$ cat src/rtl/pktfx_pkg.sv
package pktfx_pkg;
  // Width of the effect family field and the family reserved for hardware.
  localparam int FAM_W = 4;
  localparam logic [FAM_W-1:0] HW_FAMILY = 4'hF;

  // Strobes from control to datapath.
  typedef struct packed {
    logic push;     // write arriving packet into the FIFO
    logic pop;      // retire FIFO head (dispatched or dropped)
    logic loadOut;  // capture dispatch output registers
  } pfxStrobe_t;
endpackage

$ cat src/rtl/pktfx_cam.sv
module pktfx_cam
  import pktfx_pkg::*;
#(
  parameter int ENTRIES = 8,
  parameter int OP_W    = 4,
  parameter int ADDR_W  = 32
) (
  input  logic                       clk,
  input  logic                       rstN,
  input  logic                       wrEn,
  input  logic [$clog2(ENTRIES)-1:0] wrIdx,
  input  logic                       wrValid,
  input  logic [FAM_W-1:0]           wrFamily,
  input  logic [OP_W-1:0]            wrOp,
  input  logic                       wrWild,
  input  logic [ADDR_W-1:0]          wrTarget,
  input  logic [FAM_W-1:0]           lookFamily,
  input  logic [OP_W-1:0]            lookOp,
  output logic                       hit,
  output logic [ADDR_W-1:0]          hitTarget
);
  localparam int IDX_W = $clog2(ENTRIES);

  logic [ENTRIES-1:0] validVec;
  logic [ENTRIES-1:0] exactVec;
  logic [ENTRIES-1:0] wildVec;
  logic [ADDR_W-1:0]  tgtArr [ENTRIES];

  for (genvar g = 0; g < ENTRIES; g++) begin : g_ent
    logic              vld;
    logic              wild;
    logic [FAM_W-1:0]  fam;
    logic [OP_W-1:0]   op;
    logic [ADDR_W-1:0] tgt;

    always_ff @(posedge clk or negedge rstN) begin
      if (!rstN) begin
        vld  <= 1'b0;
        wild <= 1'b0;
        fam  <= '0;
        op   <= '0;
        tgt  <= '0;
      end else if (wrEn && (wrIdx == IDX_W'(g))) begin
        vld  <= wrValid;
        wild <= wrWild;
        fam  <= wrFamily;
        op   <= wrOp;
        tgt  <= wrTarget;
      end
    end

    assign validVec[g] = vld;
    assign exactVec[g] = vld && (fam == lookFamily) && !wild && (op == lookOp);
    assign wildVec[g]  = vld && (fam == lookFamily) && wild;
    assign tgtArr[g]   = tgt;
  end

  // Wildcards resolved first, exact matches then override; descending
  // scans leave the lowest index in place within each class.
  always_comb begin
    hit       = 1'b0;
    hitTarget = '0;
    for (int i = ENTRIES - 1; i >= 0; i--) begin
      if (wildVec[i]) begin
        hit       = 1'b1;
        hitTarget = tgtArr[i];
      end
    end
    for (int i = ENTRIES - 1; i >= 0; i--) begin
      if (exactVec[i]) begin
        hit       = 1'b1;
        hitTarget = tgtArr[i];
      end
    end
  end

  // table comes out of reset with no valid entry
  p_empty_after_reset_r1: assert property (@(posedge clk) disable iff (!rstN)
    $past(!rstN) |-> (validVec == '0));
endmodule

$ cat src/rtl/pktfx_datapath.sv
module pktfx_datapath
  import pktfx_pkg::*;
#(
  parameter int DEPTH   = 4,
  parameter int ENTRIES = 8,
  parameter int OP_W    = 4,
  parameter int DATA_W  = 32,
  parameter int ADDR_W  = 32
) (
  input  logic                       clk,
  input  logic                       rstN,
  input  pfxStrobe_t                 str,
  input  logic [OP_W-1:0]            pktOp,
  input  logic [DATA_W-1:0]          pktPayload,
  input  logic [ADDR_W-1:0]          contRef,
  input  logic                       instEn,
  input  logic [$clog2(ENTRIES)-1:0] instIdx,
  input  logic                       instValid,
  input  logic [FAM_W-1:0]           instFamily,
  input  logic [OP_W-1:0]            instOp,
  input  logic                       instWild,
  input  logic [ADDR_W-1:0]          instTarget,
  output logic                       headHit,
  output logic [ADDR_W-1:0]          dispTarget,
  output logic [DATA_W-1:0]          dispPayload,
  output logic [OP_W-1:0]            dispOp,
  output logic [ADDR_W-1:0]          dispCont
);
  localparam int PTR_W = (DEPTH > 1) ? $clog2(DEPTH) : 1;
  localparam logic [PTR_W-1:0] LAST = PTR_W'(DEPTH - 1);

  logic [OP_W-1:0]   opMem  [DEPTH];
  logic [DATA_W-1:0] payMem [DEPTH];
  logic [PTR_W-1:0]  wrPtr, rdPtr;
  logic [ADDR_W-1:0] camTarget;

  always_ff @(posedge clk) begin
    if (str.push) begin
      opMem[wrPtr]  <= pktOp;
      payMem[wrPtr] <= pktPayload;
    end
  end

  always_ff @(posedge clk or negedge rstN) begin
    if (!rstN) begin
      wrPtr <= '0;
      rdPtr <= '0;
    end else begin
      if (str.push) wrPtr <= (wrPtr == LAST) ? '0 : wrPtr + 1'b1;
      if (str.pop)  rdPtr <= (rdPtr == LAST) ? '0 : rdPtr + 1'b1;
    end
  end

  pktfx_cam #(
    .ENTRIES(ENTRIES), .OP_W(OP_W), .ADDR_W(ADDR_W)
  ) cam_i (
    .clk       (clk),
    .rstN      (rstN),
    .wrEn      (instEn),
    .wrIdx     (instIdx),
    .wrValid   (instValid),
    .wrFamily  (instFamily),
    .wrOp      (instOp),
    .wrWild    (instWild),
    .wrTarget  (instTarget),
    .lookFamily(HW_FAMILY),
    .lookOp    (opMem[rdPtr]),
    .hit       (headHit),
    .hitTarget (camTarget)
  );

  always_ff @(posedge clk or negedge rstN) begin
    if (!rstN) begin
      dispTarget  <= '0;
      dispPayload <= '0;
      dispOp      <= '0;
      dispCont    <= '0;
    end else if (str.loadOut) begin
      dispTarget  <= camTarget;
      dispPayload <= payMem[rdPtr];
      dispOp      <= opMem[rdPtr];
      dispCont    <= contRef;
    end
  end
endmodule

$ cat src/rtl/pktfx_ctrl.sv
module pktfx_ctrl
  import pktfx_pkg::*;
#(
  parameter int DEPTH = 4
) (
  input  logic       clk,
  input  logic       rstN,
  input  logic       pktValid,
  input  logic       boundary,
  input  logic       dispAck,
  input  logic       headHit,
  output logic       pktReady,
  output logic       effReq,
  output logic       dispValid,
  output logic       noHandler,
  output pfxStrobe_t str
);
  localparam int CNT_W = $clog2(DEPTH + 1);

  logic [CNT_W-1:0] count;

  assign pktReady = (count != CNT_W'(DEPTH));
  assign effReq   = (count != '0) && !dispValid;

  always_comb begin
    str.push    = pktValid && pktReady;
    str.pop     = boundary && effReq;
    str.loadOut = str.pop && headHit;
  end

  always_ff @(posedge clk or negedge rstN) begin
    if (!rstN) begin
      count     <= '0;
      dispValid <= 1'b0;
      noHandler <= 1'b0;
    end else begin
      case ({str.push, str.pop})
        2'b10:   count <= count + 1'b1;
        2'b01:   count <= count - 1'b1;
        default: count <= count;
      endcase
      if (str.loadOut)  dispValid <= 1'b1;
      else if (dispAck) dispValid <= 1'b0;
      noHandler <= str.pop && !headHit;
    end
  end

  // a refused offer leaves the queue full unless the head retired
  p_no_overflow_r2: assert property (@(posedge clk) disable iff (!rstN)
    (pktValid && !pktReady) |=> (pktReady == $past(str.pop)));

  // dispatch only follows a boundary edge
  p_boundary_only_r4: assert property (@(posedge clk) disable iff (!rstN)
    $rose(dispValid) |-> $past(boundary));

  // a fault pulse comes only from a boundary edge
  p_fault_source_r8: assert property (@(posedge clk) disable iff (!rstN)
    noHandler |-> $past(boundary));

  // acknowledge retires the dispatch
  p_ack_drop_r9: assert property (@(posedge clk) disable iff (!rstN)
    (dispValid && dispAck) |=> !dispValid);
endmodule

$ cat src/rtl/pktfx_top.sv
module pktfx_top
  import pktfx_pkg::*;
#(
  parameter int DEPTH   = 4,
  parameter int ENTRIES = 8,
  parameter int OP_W    = 4,
  parameter int DATA_W  = 32,
  parameter int ADDR_W  = 32
) (
  input  logic                       clk,
  input  logic                       rstN,
  input  logic                       pktValid,
  output logic                       pktReady,
  input  logic [OP_W-1:0]            pktOp,
  input  logic [DATA_W-1:0]          pktPayload,
  output logic                       effReq,
  input  logic                       boundary,
  input  logic [ADDR_W-1:0]          contRef,
  output logic                       dispValid,
  output logic [ADDR_W-1:0]          dispTarget,
  output logic [DATA_W-1:0]          dispPayload,
  output logic [OP_W-1:0]            dispOp,
  output logic [ADDR_W-1:0]          dispCont,
  input  logic                       dispAck,
  output logic                       noHandler,
  input  logic                       instEn,
  input  logic [$clog2(ENTRIES)-1:0] instIdx,
  input  logic                       instValid,
  input  logic [FAM_W-1:0]           instFamily,
  input  logic [OP_W-1:0]            instOp,
  input  logic                       instWild,
  input  logic [ADDR_W-1:0]          instTarget
);
  pfxStrobe_t str;
  logic       headHit;

  pktfx_ctrl #(.DEPTH(DEPTH)) ctrl_i (
    .clk      (clk),
    .rstN     (rstN),
    .pktValid (pktValid),
    .boundary (boundary),
    .dispAck  (dispAck),
    .headHit  (headHit),
    .pktReady (pktReady),
    .effReq   (effReq),
    .dispValid(dispValid),
    .noHandler(noHandler),
    .str      (str)
  );

  pktfx_datapath #(
    .DEPTH(DEPTH), .ENTRIES(ENTRIES), .OP_W(OP_W),
    .DATA_W(DATA_W), .ADDR_W(ADDR_W)
  ) dp_i (
    .clk        (clk),
    .rstN       (rstN),
    .str        (str),
    .pktOp      (pktOp),
    .pktPayload (pktPayload),
    .contRef    (contRef),
    .instEn     (instEn),
    .instIdx    (instIdx),
    .instValid  (instValid),
    .instFamily (instFamily),
    .instOp     (instOp),
    .instWild   (instWild),
    .instTarget (instTarget),
    .headHit    (headHit),
    .dispTarget (dispTarget),
    .dispPayload(dispPayload),
    .dispOp     (dispOp),
    .dispCont   (dispCont)
  );

  // outputs frozen while waiting for the acknowledge
  p_hold_r9: assert property (@(posedge clk) disable iff (!rstN)
    (dispValid && !dispAck) |=> (dispValid && $stable(dispTarget) &&
      $stable(dispPayload) && $stable(dispOp) && $stable(dispCont)));

  // a dropped packet never coexists with a live dispatch
  p_fault_excl_r8: assert property (@(posedge clk) disable iff (!rstN)
    noHandler |-> !dispValid);
endmodule

$ cat config.mk
export PLATFORM = sky130hd
export DESIGN_NAME = pktfx_top
export DESIGN_NICKNAME = d
export VERILOG_FILES = /design/src/rtl/pktfx_pkg.sv /design/src/rtl/pktfx_cam.sv /design/src/rtl/pktfx_datapath.sv /design/src/rtl/pktfx_ctrl.sv /design/src/rtl/pktfx_top.sv
export SDC_FILE = /design/constraint.sdc
export NUM_CORES = 1
export LEC_CHECK = 0
export BUFFER_PORTS_ARGS = -buffer_cell sky130_fd_sc_hd__buf_2
export CAP_MARGIN = 15
export CELL_PAD_IN_SITES_DETAIL_PLACEMENT = 0
export CELL_PAD_IN_SITES_GLOBAL_PLACEMENT = 2
export CORE_ASPECT_RATIO = 0.6
export CORE_MARGIN = 4
export CORE_UTILIZATION = 40
export DETAILED_ROUTE_END_ITERATION = 12
export PLACE_DENSITY = 0.77
export SETUP_SLACK_MARGIN = 0.3
export SYNTH_ARGS = -nofsm -noshare
export SYNTH_HDL_FRONTEND = slang
export SYNTH_HIERARCHICAL = 1
export SYNTH_SLANG_ARGS = --single-unit
$ cat constraint.sdc
create_clock -name clk -period 9.1 [get_ports clk]
set_clock_uncertainty 0.2 [all_clocks]
set_input_delay 0.91 -clock clk [delete_from_list [all_inputs] [get_ports clk]]
set_output_delay 0.91 -clock clk [all_outputs]
set_load 0.05 [all_outputs]
======== Yosys cells after proc, flatten, opt, wreduce, memory -nomap -nowiden ========
Memories as Yosys holds them, arrays and structs flattened. A register that Yosys moved wholly into a read port is not among the register bits.
Cells that the tools add are included.
word-level totals
  logic and storage cells ................. 181
  output and inout port bits .............. 104
  RAM bits ................................ 144
  register bits ........................... 413
  input port bits ......................... 119
  memories kept ........................... 2
memory list
  name         depth  bits a word  rd ports  clocked after Yosys merged registers in  write ports  line                  RTL
  dp_i.payMem  4      32           1         1                                        1            pktfx_datapath.sv:33  logic [DATA_W-1:0] payMem [DEPTH];
  dp_i.opMem   4      4            1         0                                        1            pktfx_datapath.sv:32  logic [OP_W-1:0] opMem [DEPTH];
cells by class
  mux-type cells .......................... 39
  reduce and logical (&&, ||, !) cells .... 60
  eq/ne operators ......................... 28
  add/sub/neg operators ................... 4
operators by type and width
  kind                   count
  $mux W32               16
  $logic_and A1 B1 Y1    45
  $eq A4 B4 Y1           8
  $eq A4 B4 Y1 const B   8
  $mux W1                20
  $eq A3 B3 Y1 const B   4
  $logic_not A1 Y1       11
  $eq A2 B2 Y1 const B   3
  $eq A3 B2 Y1 const B   2
  $pmux W3 S2            1
  $add A2 B1 Y2 const B  2
  $mux W2                2
  $reduce_bool A2 Y1     2
  $add A3 B1 Y3 const B  1
  $eq A3 B1 Y1 const B   1
  $logic_not A3 Y1       1
  $ne A3 B3 Y1 const B   1
  $reduce_bool A3 Y1     1
  $sub A3 B1 Y3 const B  1
  $eq A2 B1 Y1 const B   1

======== Longest topological paths before layout ========
  word-level depth ........................ 21
  gate-level depth with buffers ........... 17
  gate-level depth less buffers ........... 12

======== By module ========
The synthesis kept the hierarchy.
modules (own cells, without submodules)
  module          cells an instance  times used  seq. area each (um^2)  area each (um^2)
  pktfx_cam       1479               1           8408.1                 17470.5
  pktfx_datapath  509                1           6926.6                 9357.7
  pktfx_ctrl      25                 1           125.1                  276.5

======== Least setup slack after synthesis ========
OpenSTA, ideal clock, no wires.
  path type ............................... reg2reg
  start point ............................. register dp_i.rdPtr[0]
  end point ............................... register dp_i.dispCont[0]
  library setup time ...................... 0.125 ns
  stages on the path, launching flop included .. 16
  clock period less this slack ............ 3.523 ns
  path buffers ............................ 7
  arrival ................................. 3.198 ns
  required time ........................... 8.775 ns
  setup slack ............................. 5.577 ns
  path through ............................ dfrtp_1 buf_4 buf_4 mux2i_1 buf_2 xnor2_1 nand3_1 nor4b_2 clkbuf_1 buf_2 a2111oi_0 nand4_1 and2_1 buf_6 buf_4 mux2_2
RTL lines
  element                 line                  RTL
  from (decl)             pktfx_datapath.sv:34  logic [PTR_W-1:0] wrPtr, rdPtr;
  from (signal assigned)  pktfx_datapath.sv:50  if (str.pop) rdPtr <= (rdPtr == LAST) ? '0 : rdPtr + 1'b1;
  to (signal assigned)    pktfx_datapath.sv:82  dispCont <= contRef;
  to (decl)               pktfx_datapath.sv:27  output logic [ADDR_W-1:0] dispCont

==> results.txt <==
Final WS setup: 3.589 ns
Clock tree root buffer cell: clkbuf_16
Critical Path AT: 5.81 ns
Commonest cells after routing, fill and taps aside: 444 x dfrtp_1, 399 x mux2_2, 221 x buf_2
Leakage power: 12.99 nW
Flop2flop setup slack: 3.59 ns
Setup crit start kind: flip-flop
Clk_lat worst skew: 0.63 ns
Worst EP required: 9.40 ns
Crit path depth: 14
Post-layout minimum cycle time: 5.511 ns
Top cells by area in the synthesized netlist: dfrtp_1 41%, mux2_2 17%, edfxtp_1 16%
Post-Syn Instances: 2013
R2R Path Start: dp_i/rdPtr[1]$_DFFE_PN0P_
Pre-antenna DRT Iters: 5
Post-synthesis sequential area ratio: 57.04%
PwrDens: 292.7 nW/µm²
# Post-CTS Setup Buffers: 0
Hold buffers post-CTS: 0
Worst min-delay path category: in -> async
Largest fanout on the critical path: 80
Clk sink count: 589
Worst slack, placed: 3.535 ns
R2R cell count: 14
ANT nets after route: 0
Initial core utilization: 40.65%
Beginning of the critical path: dp_i/rdPtr[1]$_DFFE_PN0P_
Clk slew on worst S/H paths: 0.06 ns
Initial antenna violation count: 4
Die footprint: 72130 µm²
PortBufs: 222
Worst setup endpoint: dp_i/dispPayload[4]$_DFFE_PN0P_
Synth warn: 6
Die Height: 209.6 µm
DP Cell Count: 3031
Final GP Congestion: 0.8067
Slowest CP cell: buf_4
Cell variety after synth: 70
Final hold vios: 0
Setup TNS: 0 ns
RSZ-0062 raised after global routing: no
CP bufs+invs: 4
Largest net degree at the start of global routing: 107
Die X: 344.1 µm
Max stage delay on crit path: 0.81 ns
Endpoint class of the critical path: flip-flop
Worst Tran Pin Value: 1.108 ns
Area Growth Syn to Fin: 14.57%
Ys flop type: dfrtp_1
Syn Area/Cell: 13.46 µm²
Commonest non-fill, non-tap cell in the layout: dfrtp_1
Endpoint of the worst register-to-register path: dp_i/dispPayload[4]$_DFFE_PN0P_
Via-to-Cell Ratio: 5.914
Relative slew slack: 26.11%
HPWL after DPL: 49.86 mm
Area leader, netlist: dfrtp_1
Layout cells sized above 1: 36.99%
Final Max Tran Viols: 0
DRC: 0
Register bit count reported by yosys: 589
EDFF count, synth: 144
Most frequent CP cell: buf_4
Number of instances resized during post-cts repair: 0
Share of the synthesized area in the top cell type: 41.08%
First-pass GRT wire length: 125.6 mm
Outcome: completed
Tcrit/Tclk final: 60.56%
Tot GR Track Use: 23.08%
CTS tree: done
CTS HTree Levels: 2
Final setup vio count: 0
GR Overflow Total: 0
I/O Pins: 223
Peak supply drop: 0.0001503 V
Post-layout net count: 2315
Core area: 66680 µm²
Crit path max-delay family: buffers and inverters
CP Cell Sequence: mux2i_1, mux2i_1, buf_4, xor2_1, nor3_1, and4_1, buf_4, nor3_2, buf_4, nand4_1, and2_4, buf_4, nand2_4, o221ai_1
Inserted Clock Buffers: 56
Power, Total: 0.009089 W
Number of max-cap violations: 0
Max Buffers Root-to-Sink: 3
Netlist Area Pre-Place: 27100 µm²
WL final: 83.82 mm
Initial drt markers: 1621
Fmax achieved: 181.5 MHz
Post-DR wirelength/cell: 26.73 µm
Synth async-reset ratio: 75.55%
Vias in the first global route: 19150
Worst Setup Path Type: reg -> reg
Row count: 73
Non-Filler Instances: 3136
# fillers: 5927
Vias: 18550
-- layout make-up --
type,count,area [µm²],area share (%)
sequential,589,15460,49.79
multi-input combinational,1253,10890,35.07
clock buffer,74,1590,5.121
timing repair buffer,271,1489,4.795
tap,900,1126,3.626
clock inverter,28,420.4,1.354
inverter,18,67.56,0.2176
antenna,3,7.507,0.02417
-- cell usage after synthesis, types with 3 or more instances --
master     count
a221oi_2       3
nor3_1        28
nand2b_1      45
a21oi_1       26
nand4_1        8
inv_1         18
a211oi_1      42
o211ai_1      33
a22oi_1       27
buf_6         17
a221o_1       31
mux2i_1       77
buf_1          4
nand4b_1       6
a221oi_1      27
mux2_2       399
nor2_1        48
nor3_2         4
xor2_1        39
dfrtp_1      445
and2_1        11
and3_1        37
a2111oi_0     35
a31oi_1        8
edfxtp_1     144
and4b_1        3
a31o_2        23
buf_2         20
nand3_1       11
ha_1           6
clkbuf_1     105
xnor2_1       24
o221ai_1      77
o22ai_1       23
buf_4         10
nor3b_1        3
nand2_1       28
o21ai_1       26
o21ai_0       53
-- logic make-up (layout without fill, tap and decap cells) --
family | Yosys count | count (layout) | share of synthesized area (%)
other | 1 | 7 | 0.01384
adders and majority gates | 7 | 7 | 0.3508
xor gates and xnor gates | 65 | 65 | 2.156
buffers and inverters | 174 | 391 | 3.111
DFF | 589 | 589 | 57.04
muxes | 476 | 476 | 19.42
and+or+nand+nor | 252 | 252 | 5.318
AOI/OAI and AO/OA | 449 | 449 | 12.59
-- worst register-to-register path: cells and delay by family (launching register included) --
family                    cells  cell delay, ns
DFF                           1            0.72
muxes                         2            0.44
and+or+nand+nor               6            1.72
buffers and inverters         4            1.75
AOI/OAI and AO/OA             1            0.38
xor gates and xnor gates      1            0.19
-- how the worst min path moves through the flow --
stage,end,slack [ns]
floorplan,dp_i/cam_i/g_ent[7].vld$_DFFE_PN0P_,0.27
global placement,dp_i/dispPayload[17]$_DFFE_PN0P_,0.28
detailed placement,dp_i/dispPayload[22]$_DFFE_PN0P_,0.28
CTS,dp_i/cam_i/g_ent[5].fam[1]$_DFFE_PN0P_,0.16
global route,dp_i/cam_i/g_ent[5].fam[1]$_DFFE_PN0P_,0.19
finish,dp_i/cam_i/g_ent[5].fam[1]$_DFFE_PN0P_,0.12
-- layer usage --
metal  vias up  share of wire, %  GRT usage [%]  wire length [µm]
met3       119               7.4          5.040              6240
met5         -            0.0084              0                 7
met4         2               1.8          5.867              1527
met2       702                43          33.12             35750
met1      9605                48          35.29             40290
li1       8119                 -              -                 -
-- per-stage QoR --
stage | utilization [%] | hold WS (ns) | instance area [µm²]
floorplan | - | 0.2706 | 27120
global placement | 43.54 | 0.2784 | 29030
detailed placement | 43.55 | 0.2824 | 29040
CTS | 46.56 | 0.1635 | 31050
global route | 46.57 | 0.1883 | 31050
finish | 46.58 | 0.1197 | 31050
-- power breakdown --
part / switching (W) / total (W) / internal [W]
Sequential: 0.000440 / 0.00384 / 0.00340
Clock: 0.00105 / 0.00258 / 0.00154
Combinational: 0.00171 / 0.00267 / 0.000953
Total: 0.00320 / 0.00909 / 0.00589
-- state kept, by name, indices dropped and copies added, names as in the netlist, 2 cells and up --
register,flops
dp_i/cam_i/g_ent.fam,32
dp_i/cam_i/g_ent.wild,8
dp_i/dispOp,4
dp_i/dispCont,32
ctrl_i/count,3
dp_i/cam_i/g_ent.tgt,256
dp_i/cam_i/g_ent.op,32
dp_i/wrPtr,2
dp_i/opMem,16
dp_i/dispTarget,32
dp_i/cam_i/g_ent.vld,8
dp_i/payMem,128
dp_i/dispPayload,32
dp_i/rdPtr,2
(Power assumes the default switching activity.)
